`src/rtl/chop_pkg.sv`:
```
package chop_pkg;

    typedef enum logic [1:0] {
        MODE_OFF    = 2'b00,
        MODE_CHARGE = 2'b01,
        MODE_FAST   = 2'b10,
        MODE_SLOW   = 2'b11
    } bridge_mode_t;

    typedef struct packed {
        logic hs_pos;
        logic hs_neg;
        logic ls_pos;
        logic ls_neg;
    } gate_set_t;

    // Switch pattern for a phase and polarity; off for anything else.
    function automatic gate_set_t gates_for(input bridge_mode_t m, input logic fwd);
        gate_set_t g;
        g = '0;
        case (m)
            MODE_CHARGE: begin
                g.hs_pos = fwd;
                g.ls_neg = fwd;
                g.hs_neg = !fwd;
                g.ls_pos = !fwd;
            end
            MODE_FAST: begin
                g.hs_neg = fwd;
                g.ls_pos = fwd;
                g.hs_pos = !fwd;
                g.ls_neg = !fwd;
            end
            MODE_SLOW: begin
                g.ls_pos = 1'b1;
                g.ls_neg = 1'b1;
            end
            default: g = '0;
        endcase
        return g;
    endfunction

    // Window length in clocks, rounded to nearest.
    function automatic int unsigned blank_default(input int unsigned clk_khz,
                                                  input int unsigned win_ns);
        longint unsigned p;
        p = 64'(clk_khz) * 64'(win_ns);
        return 32'((p + 64'd500000) / 64'd1000000);
    endfunction

endpackage

```
`src/rtl/chop_period_timer.sv`:
```
module chop_period_timer #(
    parameter int unsigned PERIOD_TICKS = 16
) (
    input  logic clk,
    input  logic rst,
    input  logic run,
    input  logic osc_tick,
    output logic period_end
);
    localparam int CW = (PERIOD_TICKS < 2) ? 1 : $clog2(PERIOD_TICKS);
    localparam logic [CW-1:0] LAST = CW'(PERIOD_TICKS - 1);

    logic [CW-1:0] tick_cnt;

    always_ff @(posedge clk) begin
        if (rst || !run) begin
            tick_cnt <= '0;
        end else if (osc_tick) begin
            tick_cnt <= (tick_cnt == LAST) ? '0 : tick_cnt + 1'b1;
        end
    end

    assign period_end = run && osc_tick && (tick_cnt == LAST);

    // a boundary always restarts the tick count
    a_r2_period_wrap: assert property (@(posedge clk) disable iff (rst)
        period_end |=> (tick_cnt == '0));

endmodule

```
`src/rtl/chop_phase_fsm.sv`:
```
module chop_phase_fsm
    import chop_pkg::*;
(
    input  logic         clk,
    input  logic         rst,
    input  logic         run,
    input  logic         period_end,
    input  logic         cmp_valid,
    input  logic         at_setpoint,
    input  logic         below_thresh,
    output bridge_mode_t phase
);
    always_ff @(posedge clk) begin
        if (rst || !run) begin
            phase <= MODE_CHARGE;
        end else begin
            case (phase)
                MODE_CHARGE: if (cmp_valid && at_setpoint)  phase <= MODE_FAST;
                MODE_FAST:   if (cmp_valid && below_thresh) phase <= MODE_SLOW;
                MODE_SLOW:   if (period_end)                phase <= MODE_CHARGE;
                default:                                    phase <= MODE_CHARGE;
            endcase
        end
    end

    // slow decay is left only at a period boundary or on disable
    a_r2_slow_exit: assert property (@(posedge clk) disable iff (rst)
        ($past(phase) == MODE_SLOW && phase != MODE_SLOW)
            |-> ($past(period_end) || !$past(run)));

    // charge and fast are never ended by a period boundary alone
    a_r5_no_boundary_exit: assert property (@(posedge clk) disable iff (rst)
        (run && period_end && !cmp_valid && phase != MODE_SLOW)
            |=> $stable(phase));

endmodule

```
`src/rtl/chop_bridge_drv.sv`:
```
module chop_bridge_drv
    import chop_pkg::*;
#(
    parameter int unsigned BLANK_CYCLES = 50
) (
    input  logic         clk,
    input  logic         rst,
    input  logic         run,
    input  logic         fwd,
    input  bridge_mode_t phase,
    output gate_set_t    gates,
    output bridge_mode_t mode_q,
    output logic         cmp_valid
);
    localparam int BW = (BLANK_CYCLES < 1) ? 1 : $clog2(BLANK_CYCLES + 1);
    localparam logic [BW-1:0] BLANK_LOAD = BW'(BLANK_CYCLES);

    gate_set_t      target;
    logic           settled;
    logic [BW-1:0]  blank_q;

    assign target  = gates_for(phase, fwd);
    assign settled = (gates == target) && (mode_q == phase);

    always_ff @(posedge clk) begin
        if (rst || !run) begin
            gates   <= '0;
            mode_q  <= MODE_OFF;
            blank_q <= '0;
        end else if (!settled) begin
            if (gates != '0) begin
                gates  <= '0;
                mode_q <= MODE_OFF;
            end else begin
                gates   <= target;
                mode_q  <= phase;
                blank_q <= BLANK_LOAD;
            end
        end else if (blank_q != '0) begin
            blank_q <= blank_q - 1'b1;
        end
    end

    assign cmp_valid = run && settled && (blank_q == '0);

    // a non-zero pattern only ever changes to all-off
    a_r12_break_before_make: assert property (@(posedge clk) disable iff (rst)
        (gates != $past(gates) && $past(gates) != '0) |-> (gates == '0));

    // a freshly applied pattern always blocks the comparators next cycle
    a_r10_blank_after_switch: assert property (@(posedge clk) disable iff (rst)
        ($past(gates) == '0 && gates != '0 && BLANK_CYCLES > 0) |-> !cmp_valid);

endmodule

```
`src/rtl/mixed_decay_chopper.sv`:
```
module mixed_decay_chopper
    import chop_pkg::*;
#(
    parameter int unsigned PERIOD_TICKS = 16,
    parameter int unsigned CLK_KHZ      = 125000,
    parameter int unsigned BLANK_NS     = 400,
    parameter int unsigned BLANK_CYCLES = blank_default(CLK_KHZ, BLANK_NS)
) (
    input  logic       clk,
    input  logic       rst,
    input  logic       osc_tick,
    input  logic       run,
    input  logic       fwd,
    input  logic       at_setpoint,
    input  logic       below_thresh,
    output logic       hs_pos,
    output logic       hs_neg,
    output logic       ls_pos,
    output logic       ls_neg,
    output logic [1:0] mode
);
    logic         period_end;
    logic         cmp_valid;
    bridge_mode_t phase;
    bridge_mode_t drv_mode;
    gate_set_t    gates;

    chop_period_timer #(.PERIOD_TICKS(PERIOD_TICKS)) u_timer (
        .clk        (clk),
        .rst        (rst),
        .run        (run),
        .osc_tick   (osc_tick),
        .period_end (period_end)
    );

    chop_phase_fsm u_fsm (
        .clk          (clk),
        .rst          (rst),
        .run          (run),
        .period_end   (period_end),
        .cmp_valid    (cmp_valid),
        .at_setpoint  (at_setpoint),
        .below_thresh (below_thresh),
        .phase        (phase)
    );

    chop_bridge_drv #(.BLANK_CYCLES(BLANK_CYCLES)) u_drv (
        .clk       (clk),
        .rst       (rst),
        .run       (run),
        .fwd       (fwd),
        .phase     (phase),
        .gates     (gates),
        .mode_q    (drv_mode),
        .cmp_valid (cmp_valid)
    );

    // Enable gates the switches without waiting for a clock edge.
    assign hs_pos = gates.hs_pos & run;
    assign hs_neg = gates.hs_neg & run;
    assign ls_pos = gates.ls_pos & run;
    assign ls_neg = gates.ls_neg & run;
    assign mode   = run ? drv_mode : MODE_OFF;

    // while comparators are blocked, charge and fast hold their phase
    a_r10_hold_in_blank: assert property (@(posedge clk) disable iff (rst)
        (run && !cmp_valid && phase != MODE_SLOW) |=> (phase == $past(phase)));

    // a disabled cycle returns to charge with the bridge off
    a_r11_idle_restart: assert property (@(posedge clk) disable iff (rst)
        !run |=> (phase == MODE_CHARGE && drv_mode == MODE_OFF));

endmodule

```
`config.mk`:
```
export PLATFORM = sky130hd
export DESIGN_NAME = mixed_decay_chopper
export DESIGN_NICKNAME = d
export VERILOG_FILES = /design/src/rtl/chop_pkg.sv /design/src/rtl/chop_period_timer.sv /design/src/rtl/chop_phase_fsm.sv /design/src/rtl/chop_bridge_drv.sv /design/src/rtl/mixed_decay_chopper.sv
export SDC_FILE = /design/constraint.sdc
export NUM_CORES = 1
export LEC_CHECK = 0
export BUFFER_PORTS_ARGS = -buffer_cell sky130_fd_sc_hd__clkbuf_2
export CAP_MARGIN = 20
export CORE_UTILIZATION = 55
export DETAILED_ROUTE_END_ITERATION = 10
export PLACE_DENSITY = 0.72
export SLEW_MARGIN = 30
export SYNTH_ARGS = -nofsm -noshare
export SYNTH_HDL_FRONTEND = slang
export SYNTH_SLANG_ARGS = --single-unit
```
`constraint.sdc`:
```
create_clock -name clk -period 5.7 [get_ports clk]
set_clock_uncertainty 0.2 [all_clocks]
set_input_delay 0.285 -clock clk [delete_from_list [all_inputs] [get_ports clk]]
set_output_delay 0.285 -clock clk [all_outputs]
set_load 0.02 [all_outputs]
```
-- Word-level counts from Yosys, hierarchy flattened
Cells that the tools add are included.
- reduce and logical (&&, ||, !) cells: 15
- bitwise gates (word level): 4
- multiplexer cells: 13
- equal/unequal tests: 11
- $add $sub $neg: 2
- operator list (cell ; count):
    $mux W6 ; 3
    $pmux W2 S3 ; 2
    $mux W2 ; 5
    $mux W4 ; 2
    $ne A2 B2 Y1 const B ; 4
    $logic_and A1 B1 Y1 ; 7
    $logic_not A6 Y1 ; 1
    $reduce_bool A6 Y1 ; 1
    $sub A6 B1 Y6 const B ; 1
    $add A4 B1 Y4 const B ; 1
    $and A1 B1 Y1 ; 4
    $eq A2 B2 Y1 const B ; 2
    $eq A4 B4 Y1 ; 1
    $eq A4 B4 Y1 const B ; 1
    $pmux W2 S2 ; 1
    $reduce_bool A4 Y1 ; 1
    $reduce_and A3 Y1 ; 1
    $eq A2 B1 Y1 const B ; 1
    $eq A2 B2 Y1 ; 1
    $logic_not A1 Y1 ; 2
    $ne A2 B1 Y1 const B ; 1
    $reduce_and A2 Y1 ; 1
    $logic_or A1 B1 Y1 ; 1
- register bits: 18
- logic and storage cells: 53
- bits of input ports: 7
- output and inout port bits: 6

-- Logic depth before layout (Yosys ltp)
Gate-level depths: netlist of run 1.
- word-level depth: 9
- depth in mapped cells: 10
- mapped depth without buffers: 8

-- Modules after synthesis
Synthesis of run 1 repeated with hierarchy kept, for this count alone.
- cells, all modules: 147
- area, all modules: 1317.5 µm²
- modules (own cells, without submodules) (module ; cells an instance ; area an instance (µm²) ; times used):
    chop_bridge_drv ; 103 ; 917.1 ; 1
    chop_period_timer ; 20 ; 188.9 ; 1
    chop_phase_fsm ; 18 ; 173.9 ; 1
    mixed_decay_chopper ; 6 ; 37.5 ; 1

-- Worst setup path before layout of run 1
Ideal clock, no wire load.
- path type: flip-flop to flip-flop
- start point: register u_fsm.phase[0]
- end point: register u_drv.blank_q[4]
- slack: 3.301 ns
- library setup time: 0.118 ns
- buffers on the path: 2
- data required time: 5.382 ns
- arrival: 2.081 ns
- cell stages (with the launch flop): 11
- cells stage by stage: dfxtp_1 buf_2 inv_1 ha_1 nor4bb_1 o21ai_0 a31oi_2 and2_4 buf_6 mux2i_1 a21oi_1
- longest elaborated chain between the ends: 6
- elaborated cells on any way between the ends: 12
- classes of those cells: eq/ne: 7; mux: 3; reduce/logical: 2
- RTL lines (what ; line ; RTL):
    start, declared ; chop_phase_fsm.sv:11 ; output bridge_mode_t phase
    start signal, assigned ; chop_phase_fsm.sv:15 ; phase <= MODE_CHARGE;
    start signal, assigned ; chop_phase_fsm.sv:18 ; MODE_CHARGE: if (cmp_valid && at_setpoint) phase <= MODE_FAST;
    start signal, assigned ; chop_phase_fsm.sv:19 ; MODE_FAST: if (cmp_valid && below_thresh) phase <= MODE_SLOW;
    $eq A2 B2 Y1 or $eq A2 B1 Y1 (tied branches) ; chop_pkg.sv:21 ; case (m)
    $pmux W2 S3 or $pmux W2 S2 (tied branches) ; chop_pkg.sv:21 ;
    $eq A4 B4 Y1 ; chop_bridge_drv.sv:23 ; assign settled = (gates == target) && (mode_q == phase);
    $logic_and A1 B1 Y1 (*) ; chop_bridge_drv.sv:23 ;
    $ne A2 B1 Y1 (no source line) or $ne A2 B2 Y1 (tied branches) ; n/a ;
    $reduce_and A2 Y1 (no source line) ; n/a ;
    end signal, assigned ; chop_bridge_drv.sv:40 ; blank_q <= blank_q - 1'b1;
    end, declared ; chop_bridge_drv.sv:20 ; logic [BW-1:0] blank_q;
Mark *: on every way between the ends. The rest lies on a longest branch, timed or not.
A chain may end at the register's enable or synchronous reset.

-- Worst setup path after layout of run 1
- start point: register u_fsm.phase[1]
- end point: register u_drv.blank_q[2]
Same word-level chain as after synthesis.

==> results of run 1 <==
metal layers:
layer | GRT usage | vias to the layer above | routed length, um
met1 | 0.266 | 536 | 1130
met5 | 0 | - | 0
met2 | 0.404 | 26 | 1220
met4 | 0.0882 | 0 | 26
met3 | 0.0623 | 4 | 97
li1 | - | 549 | -
how the worst min path moves through the flow:
stage	slack [ns]	endpoint	depth (start not counted)	from
detailed placement	0.26	u_drv.blank_q[0]$_SDFFE_PP0P_	1	u_drv.blank_q[0]$_SDFFE_PP0P_
finish	0.11	u_timer.tick_cnt[1]$_SDFFE_PP0P_	3	osc_tick
global route	0.14	u_timer.tick_cnt[1]$_SDFFE_PP0P_	3	osc_tick
global placement	0.26	u_drv.blank_q[5]$_SDFFE_PP0P_	2	u_drv.blank_q[5]$_SDFFE_PP0P_
CTS	0.1	u_timer.tick_cnt[1]$_SDFFE_PP0P_	3	osc_tick
floorplan	0.23	u_drv.blank_q[5]$_SDFFE_PP0P_	2	u_drv.blank_q[5]$_SDFFE_PP0P_
synth_stat cells (3+ instances only):
cell type,count,share of area
a22oi_1,5,0.031
ha_1,7,0.072
o21ai_0,7,0.029
mux2i_1,6,0.049
and2_1,7,0.036
nor2_1,11,0.034
dfxtp_1,18,0.30
nand3_1,3,0.012
inv_1,8,0.025
a21oi_1,10,0.041
nor3_1,4,0.016
nand2_1,8,0.025
buf_2,3,0.012
a31oi_1,3,0.015
kinds of logic after synthesis:
kind of cell	after synthesis	share of synthesized area
XOR/XNOR	3	0.0216
adder cells (fa/ha/maj)	7	0.0719
multiplexers	7	0.0585
AO/OA/AOI/OAI	39	0.224
flip-flops	18	0.296
AND/OR/NAND/NOR	55	0.267
buffers and inverters	15	0.0616
stage by stage:
stage,power (W),cell area [um^2],instances,setup slack [ns]
after global routing,0.000272,1310,180,2.77
final,0.000256,1310,180,2.94
after global placement,0.000178,1270,176,3.09
after detailed placement,0.000179,1270,176,2.98
after floorplan,0.000169,1220,144,3.30
after CTS,0.000259,1300,180,2.95
worst reg2reg max path, delay by kind of cell (launching register included):
family / cells / cell delay, ns
and+or+nand+nor: 2 / 0.59
DFF: 1 / 0.56
adders and majority gates: 1 / 0.29
muxes: 1 / 0.10
buffers and inverters: 1 / 0.14
AOI/OAI and AO/OA: 3 / 0.77
cells in the final DEF (no fill, tap or decap), types with 3 or more instances in the layout:
cell	Yosys	routed
mux2i_1	6	6
a21oi_1	10	10
dfxtp_1	18	18
o21ai_0	7	7
a22oi_1	5	5
a31oi_1	3	3
and2_1	7	7
nand3_1	3	3
ha_1	7	7
inv_1	8	8
nor3_1	4	4
nor2_1	11	11
nand2_1	8	8
clkbuf_2	0	12
clkbuf_4	0	3
state kept, by name, summed over array words and instances (netlist names):
name	count
u_drv.mode_q	2
u_fsm.phase	2
u_drv.gates	4
u_drv.blank_q	6
u_timer.tick_cnt	4
layout make-up:
class / instances / area (um^2) / area share
Clock buffer: 4 / 36.3 / 0.0276
Tap cell: 27 / 33.8 / 0.0257
Multi-Input combinational cell: 111 / 792 / 0.603
Inverter: 8 / 30.0 / 0.0229
Timing Repair Buffer: 12 / 60.1 / 0.0458
Sequential cell: 18 / 360 / 0.275
report_power, final:
part | internal [W] | leakage, nW | switching (W)
combinational | 0.0000183 | 0.372 | 0.0000240
clock | 0.0000389 | 0.0210 | 0.0000391
sequential | 0.000130 | 0.147 | 0.00000570
total | 0.000187 | 0.539 | 0.0000688
==> metrics, run 1 <==
GPL Wtd Cong 0.837; CTS Root Cell clkbuf_4; Leak Pwr 0.539 nW; R2R Path Start u_fsm.phase[1]$_SDFFE_PP0P_; Hold WS 0.109 ns; Slowest-stage cell, CP dfxtp_1; reg-to-reg endpoint u_drv.blank_q[2]$_SDFFE_PP0P_; worst path required time 5.69 ns; DR WL/cell 13.7 um; status completed; Slew Limit Fails 0; R2R setup slack 2.94 ns; layout cells sized above 1 0.163; R2R cell count 8; worst skew pair latency 0.29 ns; Die Span Y 49.1 um; Vias 1115; kind of cell adding the most delay to the critical path compound AO/OA/AOI/OAI gates; min Tclk post-route 2.76 ns; vias per cell 6.19; PD cells 195 nW/um^2; syn_nets 158; Final ANT Viol Nets 0; DRC errors left 0; Fin. Hold Viols 0; largest net degree at the start of global routing 15; Setup crit end kind flip-flop; Synth cell types 46; Levels on crit path 8; gr usage total 0.232; Initial Util 0.603; Top Ports 13; total congestion overflow 0; Area Growth Syn to Fin 7.70%; CTS max path bufs 2; Ys Warns 0; actual slew at the worst max-slew pin 0.604 ns; post-synthesis async set-or-reset flop share 0; maximum VDD drop 0.109 mV; number of post-CTS setup repair buffers 0; CP peak stage delay 0.56 ns; DRT Pass-1 Iters 4; fill count 173; critical path arrival 2.75 ns; Max Fclk 362 MHz; Die X 49.1 um; hold_buf cts 0; Setup-failing EPs final 0; number of flops mapped to enable cells by yosys 0; CP cell instances inv_1 -> ha_1 -> nor4bb_1 -> o21ai_0 -> a31oi_2 -> and2_4 -> mux2i_1 -> a32o_1; #FFs+latches synth 18; vias in the first global route 991; PostCTS Resize Cnt 0; I/O Buffers 12; unrepaired setup endpoints after global routing no; predominant post-synthesis flop cell dfxtp_1; critical path startpoint u_fsm.phase[1]$_SDFFE_PP0P_; DP Wirelength 1760 um; CTS Sinks 18; TritonCTS clock tree yes; relative slew slack 0.595; Setup TNS 0 ns; H-tree depth 1; Setup crit end u_drv.blank_q[2]$_SDFFE_PP0P_; Tcrit/Tclk final 0.484; routed wire length 2470 um; Core ar. 2020 um^2; HP Class in -> reg; die area 2410 um^2; initial drt markers 31; antenna violations before repair 0; sequential area share after synthesis 0.296; Cells after Synth 144; FP Rows 16; CTS Buf Count 3; critical path launch point type flip-flop; Clk pin slew, worst setup/hold paths 0.10 ns; fin util 0.649; CP Class reg -> reg; global-route wire length before repair 4310 um; max cap viols 0; Mean Syn Cell Area 8.46 um^2; Cell Area, Synth 1220 um^2; CP Max Fanout 13; Layout Nets 168; Worst Path Buf+Inv 1; Antenna Cells 0
Power figures use the tool's default switching activity.
==> inputs of run 2 (changes only) <==
==> constraint.sdc (replaced) <==
create_clock -name clk -period 2.7 [get_ports clk]
set_clock_uncertainty 0.2 [all_clocks]
set_input_delay 0.135 -clock clk [delete_from_list [all_inputs] [get_ports clk]]
set_output_delay 0.135 -clock clk [all_outputs]
set_load 0.02 [all_outputs]
==> run 2 against run 1 <==
Flip-flop and latch count unchanged. Critical path depth unchanged. Sequential power increased by 110%. Maximum frequency increased by 11%. Critical endpoint is now u_fsm.phase[1]$_SDFFE_PP0P_. Largest power group unchanged. Highest routed layer unchanged.
==> metrics, run 2 (synthesis gave the netlist of run 1 again) <==
status completed; vias per cell 5.92 (-4.4%); unrepaired setup endpoints after global routing no; CTS Buf Count 3 (unchanged); Logic pwr share 0.170 (+0.005); Vias 1101 (-1.3%); critical path launch point type flip-flop; max cap viols 0 (unchanged); largest registers u_drv.blank_q x6, u_drv.gates x4, u_timer.tick_cnt x4; max FFs per register 6 (unchanged); fill count 187 (+8.1%); number of post-CTS setup repair buffers 0 (unchanged); Setup crit end kind flip-flop; largest net degree at the start of global routing 15 (unchanged); routed wire length 2480 um (+0.41%); CTS max path bufs 2 (unchanged); DP Wirelength 1790 um (+1.4%); GPL Wtd Cong 0.908 (+8.5%); Initial Util 0.603 (unchanged); Setup-failing EPs final 0 (unchanged); FP Rows 16 (unchanged); Leak Pwr 0.562 nW (+4.2%); Die Span Y 49.1 um (unchanged); vias in the first global route 943 (-4.8%); Fin. Hold Viols 0 (unchanged); initial drt markers 23 (-26%); CP cell instances inv_1 -> ha_1 -> nor4bb_1 -> o21ai_0 -> a31oi_2 -> a31oi_1 -> or3_1 -> a21oi_1; Area Growth Syn to Fin 11.3%; DR WL/cell 13.3 um (-2.8%); Slowest-stage cell, CP dfxtp_1; global-route wire length before repair 4290 um (-0.33%); CTS Sinks 18 (unchanged); hold endpoint u_drv.blank_q[1]$_SDFFE_PP0P_; CP Max Fanout 8 (-5); relative slew slack 0.621 (+0.0261); Sw Pwr 0.000153 W (+120%); H-tree depth 1 (unchanged); PostCTS Resize Cnt 0 (unchanged); reg-to-reg endpoint u_fsm.phase[1]$_SDFFE_PP0P_; Setup TNS 0 ns (unchanged); sw frac 0.277 (+0.00803); worst path required time 2.73 ns (-2.96 ns); layout cells sized above 1 0.176 (+0.0127); Antenna Cells 0 (unchanged); Clk pin slew, worst setup/hold paths 0.11 ns (about the same); clock network power share 0.314 (+0.009); Top reg by flops u_drv.blank_q; Max Fclk 402 MHz (+11%); R2R Path Start u_fsm.phase[0]$_SDFFE_PP1P_; gr usage total 0.228 (-0.00399); Non-Filler Instances 186 (+3.3%); TritonCTS clock tree yes; antenna violations before repair 0 (unchanged); R2R cell count 8 (unchanged); Reg power frac 0.517 (-0.013); total congestion overflow 0 (unchanged); Top Ports 13 (unchanged); most frequent cells in the layout dfxtp_1, clkbuf_2, nor2_1; Final Total Pwr 0.000551 W (+120%); DP Cell Count 179 (+1.7%); die area 2410 um^2 (unchanged); Final ANT Viol Nets 0 (unchanged); most common cell after layout, fill and taps aside dfxtp_1; maximum VDD drop 0.284 mV (+160%); HP Start run; worst hold path depth 3 (unchanged); DRT Pass-1 Iters 4 (unchanged); CTS Root Cell clkbuf_4; min Tclk post-route 2.49 ns (-0.272 ns); PD cells 406 nW/um^2 (+110%); I/O Buffers 12 (unchanged); Power Internal 0.000399 W (+110%); Slew Limit Fails 0 (unchanged); CP Class reg -> reg; Layout Nets 174 (+3.6%); DRC errors left 0 (unchanged); Core ar. 2020 um^2 (unchanged); worst skew pair latency 0.30 ns (about the same); Tcrit/Tclk final 0.921 (+0.437); CP peak stage delay 0.40 ns (-0.16 ns); Die X 49.1 um (unchanged); actual slew at the worst max-slew pin 0.569 ns (-0.0346 ns); R2R setup slack 0.21 ns (-2.73 ns); critical path arrival 2.52 ns (-0.23 ns); HP Class in -> reg
run 2: cell type report:
type / instances / area, um^2 / share of cell area
Sequential cell: 18 / 360 / 0.266
Multi-Input combinational cell: 111 / 783 / 0.577
Timing Repair Buffer: 18 / 113 / 0.0830
Clock buffer: 4 / 36.3 / 0.0268
Tap cell: 27 / 33.8 / 0.0249
Inverter: 8 / 30.0 / 0.0221
run 2: power by group through the flow:
stage                     combinational (W)  sequential (W)  clock (W)
after floorplan                   0.0000688        0.000287          0
after global placement            0.0000890        0.000290          0
after detailed placement          0.0000899        0.000291          0
after CTS                         0.0000939        0.000285   0.000173
after global routing               0.000105        0.000287   0.000189
final                             0.0000935        0.000285   0.000173
run 2: worst max-delay path by stage:
stage / from / end / cells past startpoint
4_1_cts: u_fsm.phase[0]$_SDFFE_PP1P_ / u_fsm.phase[1]$_SDFFE_PP0P_ / 8
6_report: u_fsm.phase[0]$_SDFFE_PP1P_ / u_fsm.phase[1]$_SDFFE_PP0P_ / 8
3_3_place_gp: u_fsm.phase[0]$_SDFFE_PP1P_ / u_drv.blank_q[2]$_SDFFE_PP0P_ / 8
3_5_place_dp: u_fsm.phase[0]$_SDFFE_PP1P_ / u_drv.blank_q[2]$_SDFFE_PP0P_ / 8
2_1_floorplan: u_fsm.phase[0]$_SDFFE_PP1P_ / u_drv.blank_q[4]$_SDFFE_PP0P_ / 10
5_1_grt: u_fsm.phase[0]$_SDFFE_PP1P_ / u_fsm.phase[1]$_SDFFE_PP0P_ / 8
run 2: timing repair:
action | in CTS | in global routing
hold buffers | 3 | 0
endpoints found under the hold margin | 5 | 0
endpoints found under the setup margin | 0 | 1
run 2: critical path, delay by kind of cell, from the launching register on:
| kind | cells | cell delay, ns |
|---|---|---|
| fa+ha+maj | 1 | 0.28 |
| compound gates | 4 | 0.82 |
| simple gates | 2 | 0.63 |
| buf+inv | 1 | 0.08 |
| flops | 1 | 0.40 |
run 2: stage by stage:
stage	util	cell area (um^2)	setup WS (ns)	hold slack, ns
6_report	0.671	1360	0.213	0.183
5_1_grt	0.671	1360	0.00796	0.216
4_1_cts	0.671	1360	0.187	0.191
3_5_place_dp	0.638	1290	0.227	0.260
3_3_place_gp	0.638	1290	0.324	0.252
2_1_floorplan	-	1220	0.301	0.0865
run 2: metal layers:
layer  vias up  track usage  share of wire
li1        561            -              -
met1       516        0.297           0.49
met2        19        0.377           0.47
met3         5       0.0218          0.022
met4         0        0.103          0.015
met5         -            0              0
